File: src/rtl/sup_pkg.sv
package sup_pkg;

    // Bits needed to hold the values 0..n inclusive.
    function automatic int cnt_w(input int n);
        return (n < 2) ? 1 : $clog2(n + 1);
    endfunction

    // Asynchronous inputs that share one synchroniser chain.
    typedef struct packed {
        logic mr_n;
        logic kick;
    } async_in_t;

    // Synchroniser reset value: request idle (high), kick low.
    localparam async_in_t ASYNC_IDLE = '{mr_n: 1'b1, kick: 1'b0};

    typedef enum logic {
        WD_RUNNING = 1'b0,
        WD_TRIPPED = 1'b1
    } wd_state_e;

endpackage

File: src/rtl/sup_sync.sv
module sup_sync #(
    parameter int W = 2,
    parameter int STAGES = 2,
    parameter logic [W-1:0] RST_VAL = '0
) (
    input  logic         clk,
    input  logic         rst,
    input  logic [W-1:0] d_i,
    output logic [W-1:0] q_o
);
    logic [W-1:0] stg [STAGES];

    for (genvar g = 0; g < STAGES; g++) begin : g_stage
        if (g == 0) begin : g_first
            always_ff @(posedge clk) begin
                if (rst) stg[g] <= RST_VAL;
                else     stg[g] <= d_i;
            end
        end else begin : g_next
            always_ff @(posedge clk) begin
                if (rst) stg[g] <= RST_VAL;
                else     stg[g] <= stg[g-1];
            end
        end
    end

    assign q_o = stg[STAGES-1];
endmodule

File: src/rtl/sup_mr_qual.sv
module sup_mr_qual #(
    parameter int QUAL_CYC = 140_000
) (
    input  logic clk,
    input  logic rst,
    input  logic mr_n_s_i,
    output logic req_o
);
    localparam int QW = sup_pkg::cnt_w(QUAL_CYC);
    localparam logic [QW-1:0] LAST = QW'(QUAL_CYC - 1);

    logic [QW-1:0] low_cnt;

    // Counts consecutive low cycles; any high cycle restarts it.
    always_ff @(posedge clk) begin
        if (rst || mr_n_s_i)      low_cnt <= '0;
        else if (low_cnt != LAST) low_cnt <= low_cnt + 1'b1;
    end

    // Request on the QUAL_CYC-th low cycle and every later low cycle.
    assign req_o = !mr_n_s_i && (low_cnt == LAST);
endmodule

File: src/rtl/sup_pulse.sv
module sup_pulse #(
    parameter int PULSE_CYC = 200_000
) (
    input  logic clk,
    input  logic rst,
    input  logic req_i,
    output logic active_o
);
    localparam int PW = sup_pkg::cnt_w(PULSE_CYC);
    localparam logic [PW-1:0] FULL = PW'(PULSE_CYC);

    logic [PW-1:0] remain;

    always_ff @(posedge clk) begin
        if (rst || req_i)        remain <= FULL;
        else if (remain != '0)   remain <= remain - 1'b1;
    end

    assign active_o = (remain != '0);
endmodule

File: src/rtl/sup_wdog.sv
module sup_wdog #(
    parameter int TIMEOUT_CYC = 1_600_000
) (
    input  logic clk,
    input  logic rst,
    input  logic hold_i,
    input  logic kick_s_i,
    output logic wdo_n_o
);
    import sup_pkg::*;

    localparam int TW = cnt_w(TIMEOUT_CYC);
    localparam logic [TW-1:0] LIMIT = TW'(TIMEOUT_CYC);
    localparam logic [TW-1:0] PRE   = TW'(TIMEOUT_CYC - 1);

    logic      kick_q;
    logic      kick_edge;
    logic [TW-1:0] elapsed;
    wd_state_e state;

    assign kick_edge = kick_s_i ^ kick_q;

    always_ff @(posedge clk) begin
        if (rst) begin
            kick_q  <= 1'b0;
            elapsed <= '0;
            state   <= WD_RUNNING;
        end else begin
            kick_q <= kick_s_i;
            if (hold_i || kick_edge) begin
                elapsed <= '0;
                state   <= WD_RUNNING;
            end else if (elapsed != LIMIT) begin
                elapsed <= elapsed + 1'b1;
                if (elapsed == PRE) state <= WD_TRIPPED;
            end
        end
    end

    assign wdo_n_o = (state != WD_TRIPPED);
endmodule

File: src/rtl/rst_supervisor.sv
module rst_supervisor #(
    parameter int PULSE_CYC      = 200_000,
    parameter int MR_QUAL_CYC    = 140_000,
    parameter int WD_TIMEOUT_CYC = 1_600_000,
    parameter int SYNC_STAGES    = 2
) (
    input  logic clk,
    input  logic rst,
    input  logic kick_i,
    input  logic mr_n_i,
    input  logic pfail_i,
    output logic rst_o,
    output logic wdo_n_o,
    output logic pfo_n_o
);
    import sup_pkg::*;

    async_in_t raw_in;
    async_in_t sync_in;
    logic      mr_req;
    logic      pulse_active;
    logic      pfail_q;

    assign raw_in = '{mr_n: mr_n_i, kick: kick_i};

    sup_sync #(
        .W      ($bits(async_in_t)),
        .STAGES (SYNC_STAGES),
        .RST_VAL(ASYNC_IDLE)
    ) i_sync (
        .clk(clk),
        .rst(rst),
        .d_i(raw_in),
        .q_o(sync_in)
    );

    sup_mr_qual #(.QUAL_CYC(MR_QUAL_CYC)) i_mr_qual (
        .clk     (clk),
        .rst     (rst),
        .mr_n_s_i(sync_in.mr_n),
        .req_o   (mr_req)
    );

    sup_pulse #(.PULSE_CYC(PULSE_CYC)) i_pulse (
        .clk     (clk),
        .rst     (rst),
        .req_i   (mr_req),
        .active_o(pulse_active)
    );

    sup_wdog #(.TIMEOUT_CYC(WD_TIMEOUT_CYC)) i_wdog (
        .clk     (clk),
        .rst     (rst),
        .hold_i  (pulse_active),
        .kick_s_i(sync_in.kick),
        .wdo_n_o (wdo_n_o)
    );

    always_ff @(posedge clk) begin
        if (rst) pfail_q <= 1'b0;
        else     pfail_q <= pfail_i;
    end

    assign rst_o   = pulse_active;
    assign pfo_n_o = !pfail_q;
endmodule

File: config.mk
export PLATFORM = sky130hd
export DESIGN_NAME = rst_supervisor
export DESIGN_NICKNAME = d
export VERILOG_FILES = /design/src/rtl/sup_pkg.sv /design/src/rtl/sup_sync.sv /design/src/rtl/sup_mr_qual.sv /design/src/rtl/sup_pulse.sv /design/src/rtl/sup_wdog.sv /design/src/rtl/rst_supervisor.sv
export SDC_FILE = /design/constraint.sdc
export NUM_CORES = 1
export LEC_CHECK = 0
export ABC_AREA = 1
export CORE_ASPECT_RATIO = 1.75
export CORE_MARGIN = 2
export CORE_UTILIZATION = 45
export CTS_BUF_LIST = sky130_fd_sc_hd__clkbuf_8
export DETAILED_ROUTE_END_ITERATION = 12
export PLACE_DENSITY = 0.63
export RECOVER_POWER = 100
export SLEW_MARGIN = 20
export SYNTH_ARGS = -nofsm -noshare
export SYNTH_HDL_FRONTEND = slang
export SYNTH_SLANG_ARGS = --single-unit
File: constraint.sdc
create_clock -name clk -period 3.38 [get_ports clk]
set_input_delay 0.676 -clock clk [delete_from_list [all_inputs] [get_ports clk]]
set_output_delay 0.676 -clock clk [all_outputs]
set_load 0.005 [all_outputs]
==> run_results.csv <==
group,metric,value,unit
status,status,"finished clean",
drt,vias,3105,
drt,dr.first_iter.drc_count,124,
sta,finClkSkew,0.006974,ns
sta,min_period_over_period,79.69,%
place,place_inst,604,
clocking,cts_tree,"built",
sta,fmax,371.2,MHz
yosys,avgSynthCellArea,6.655,um2
die,start_util,45.84,%
drt,viasPerCell,5.008,
sta,tightestPinTransition,0.6998,ns
global_routing,grt_pass1_wl,12.97,mm
sta,setup_viol,0,
clocking,cts_sinks,64,
global_routing,overflow,0,
drt,wire_per_inst,11.74,um
clocking,cts_buffers,9,
power_and_ir_drop,finalPower,1.706,mW
cells_and_area,syn_to_final_growth,10.39,%
sta,grt_setup_unrepaired,"no",
min_path,hp-class,"reg -> reg",
clocking,holdBufCountCts,0,
global_routing,first_global_vias,3080,
clocking,htree_levels,3,
global_routing,gr-usage-all-layers,19.32,%
die,std_cell_rows,42,
cells_and_area,nets,537,
sta,relSlewSlack,53.09,%
sta,fin_crit,2.694,ns
global_routing,grt_max_degree,18,
die,die-area,8342,um2
place,dpl-instance-area,3566,um2
sta,slew_violations,0,
setup_path,crit_required,2.70,ns
global_routing,antenna_found_initial,0,
drt,postRouteAntennaNets,0,
cells_and_area,final_area,3776,um2
cells_and_area,antenna_cells,0,
sta,setup_tns,0,ns
clocking,clk_pin_slew,0.07,ns
run,drv_cap,0,
cells_and_area,drive_gt1_share,8.835,%
sta,hold_violations,0,
die,io_pins,8,
yosys,synth.yosys.seq_area_share,37.45,%
clocking,cts_buffer_depth,2,
sta,hold_slack,0.4119,ns
setup_path,crit_top_cell,"inv_1",
yosys,synth.distinct_cells,32,
setup_path,path_max_fanout,6,
sta,setup_ws,0.6864,ns
die,die_x,69.91,um
place,gp_congestion,0.8781,
cells_and_area,stdcell_count,620,
setup_path,end_kind,"output pin",
place,port-buffer-count,7,
setup_path,cp_slowest_cell,"dlygate4sd3_1",
place,dp_slack,1.111,ns
yosys,synth_fp_nets,524,
setup_path,worstSetupPathType,"reg -> out",
clocking,root_buffer,"clkbuf_8",
setup_path,worstPathArrival,2.02,ns
drt,first_pass_iters,4,
setup_path,cp-start-kind,"register",
clocking,insertion_delay,0.34,ns
drt,drc_errors,0,
die,die_h,119.3,um
place,dp_hpwl,5.454,mm
yosys,syn-cell-area,3421,um2
power_and_ir_drop,powerDensity,451.8,nW/um2
drt,drt_wl_total,7.277,mm
clocking,post_cts_resized,0,
die,core-area,7462,um2
clocking,cts_setup_buffers,0,
setup_path,slowest_delay,0.61,ns
yosys,yosys_warnings,0,
setup_path,crit_chain,"inv_1 -> ha_1 -> inv_1 -> nor3_4 -> nand3_1 -> dlygate4sd3_1",
yosys,yosys_register_bits,64,
yosys,syn_inst,514,
cells_and_area,final_core_util,50.60,%
power_and_ir_drop,p_leak,1.518,nW
power_and_ir_drop,vdd.ir_drop.worst,0.3745,mV
[final cells by class]
| class | count | area, um2 |
|---|---|---|
| clock buffers | 12 | 165.2 |
| fillers | 780 | 3686 |
| clock inverters | 4 | 67.56 |
| well taps | 88 | 110.1 |
| multi-input cells | 366 | 1784 |
| repair buffers | 8 | 73.82 |
| inverters | 78 | 294.0 |
| flip-flops and latches | 64 | 1281 |
[logic make-up (layout without fill, tap and decap cells)]
group / after synthesis / count (layout) / synth area share [%]
AOI/OAI and AO/OA: 36 / 36 / 5.377
xor gates and xnor gates: 20 / 20 / 5.120
adders and majority gates: 5 / 5 / 1.829
buffers and inverters: 84 / 102 / 9.949
DFF: 64 / 64 / 37.45
and+or+nand+nor: 305 / 305 / 40.27
[power breakdown]
part	internal, mW	total (mW)	switching [mW]	leakage [nW]
registers	0.777	0.802	0.0251	0.519
clock network	0.471	0.764	0.293	0.125
logic	0.0550	0.140	0.0846	0.874
total	1.30	1.71	0.403	1.52
[registers in the layout, summed over array words and instances (netlist names)]
name	flops
i_mr_qual.low_cnt	18
i_pulse.remain	18
pfail_q	1
i_wdog.state	1
i_sync.stg	4
i_wdog.elapsed	21
i_wdog.kick_q	1
[cell usage in the layout, fill, tap and decap left out, types with 11 or more instances in the layout]
master    count
clkbuf_8     12
nand4_1      13
nand2_1     114
dfxtp_1      64
nand3_1      32
o21ai_0      11
a21oi_1      23
nor2_2       14
inv_1        76
nor2_1       89
nor3_1       20
[critical path, delay by kind of cell, from the launching register on]
family | cells | cell delay, ns
buf+inv | 3 | 0.82
fa+ha+maj | 1 | 0.19
simple gates | 2 | 0.34
flops | 1 | 0.32
[worst paths after layout]
| kind | startpoint | end | slack [ns] | depth (start not counted) |
|---|---|---|---|---|
| setup reg to reg | i_pulse.remain[0] | i_wdog.elapsed[13] | 1.06 | 8 |
| hold / removal | i_sync.stg[0][0] | i_sync.stg[1][0] | 0.41 | 2 |
| hold reg to reg | i_sync.stg[0][0] | i_sync.stg[1][0] | 0.41 | 2 |
| setup / recovery | i_pulse.remain[0] | rst_o | 0.69 | 6 |
[routing by layer]
layer,global-route usage [%],up-vias,wire length (um)
met5,0,-,0
met4,10.22,0,261
met3,4.484,23,203
met2,35.65,52,3839
met1,19.64,1398,2973
li1,-,1632,-
[synth_stat cells]
library cell / n / area (um2)
nor2_2: 14 / 87.58
buf_2: 3 / 15.01
a21oi_1: 23 / 115.1
nor2_1: 89 / 334.1
buf_12: 1 / 20.02
nand2_2: 9 / 56.30
nor2_4: 2 / 22.52
dfxtp_1: 64 / 1281
nand4_4: 1 / 21.27
nand3_2: 1 / 10.01
nor3_1: 20 / 100.1
o21ai_1: 1 / 5.000
nand3_1: 32 / 160.2
nor3_4: 1 / 16.27
ha_1: 5 / 62.56
a211oi_1: 1 / 7.510
nor4_1: 2 / 12.51
nand2_1: 114 / 427.9
xor2_1: 10 / 87.58
clkbuf_1: 2 / 7.510
nor3b_1: 2 / 15.01
o21ai_0: 10 / 50.05
nand3b_1: 1 / 7.510
clkinv_4: 1 / 8.760
inv_2: 4 / 15.01
and3_1: 2 / 12.51
or2_2: 2 / 12.51
inv_1: 73 / 274.0
xnor2_1: 10 / 87.58
nand4_1: 12 / 75.07
a31oi_1: 1 / 6.260
and2_1: 1 / 6.260
(Power assumes the default switching activity.)
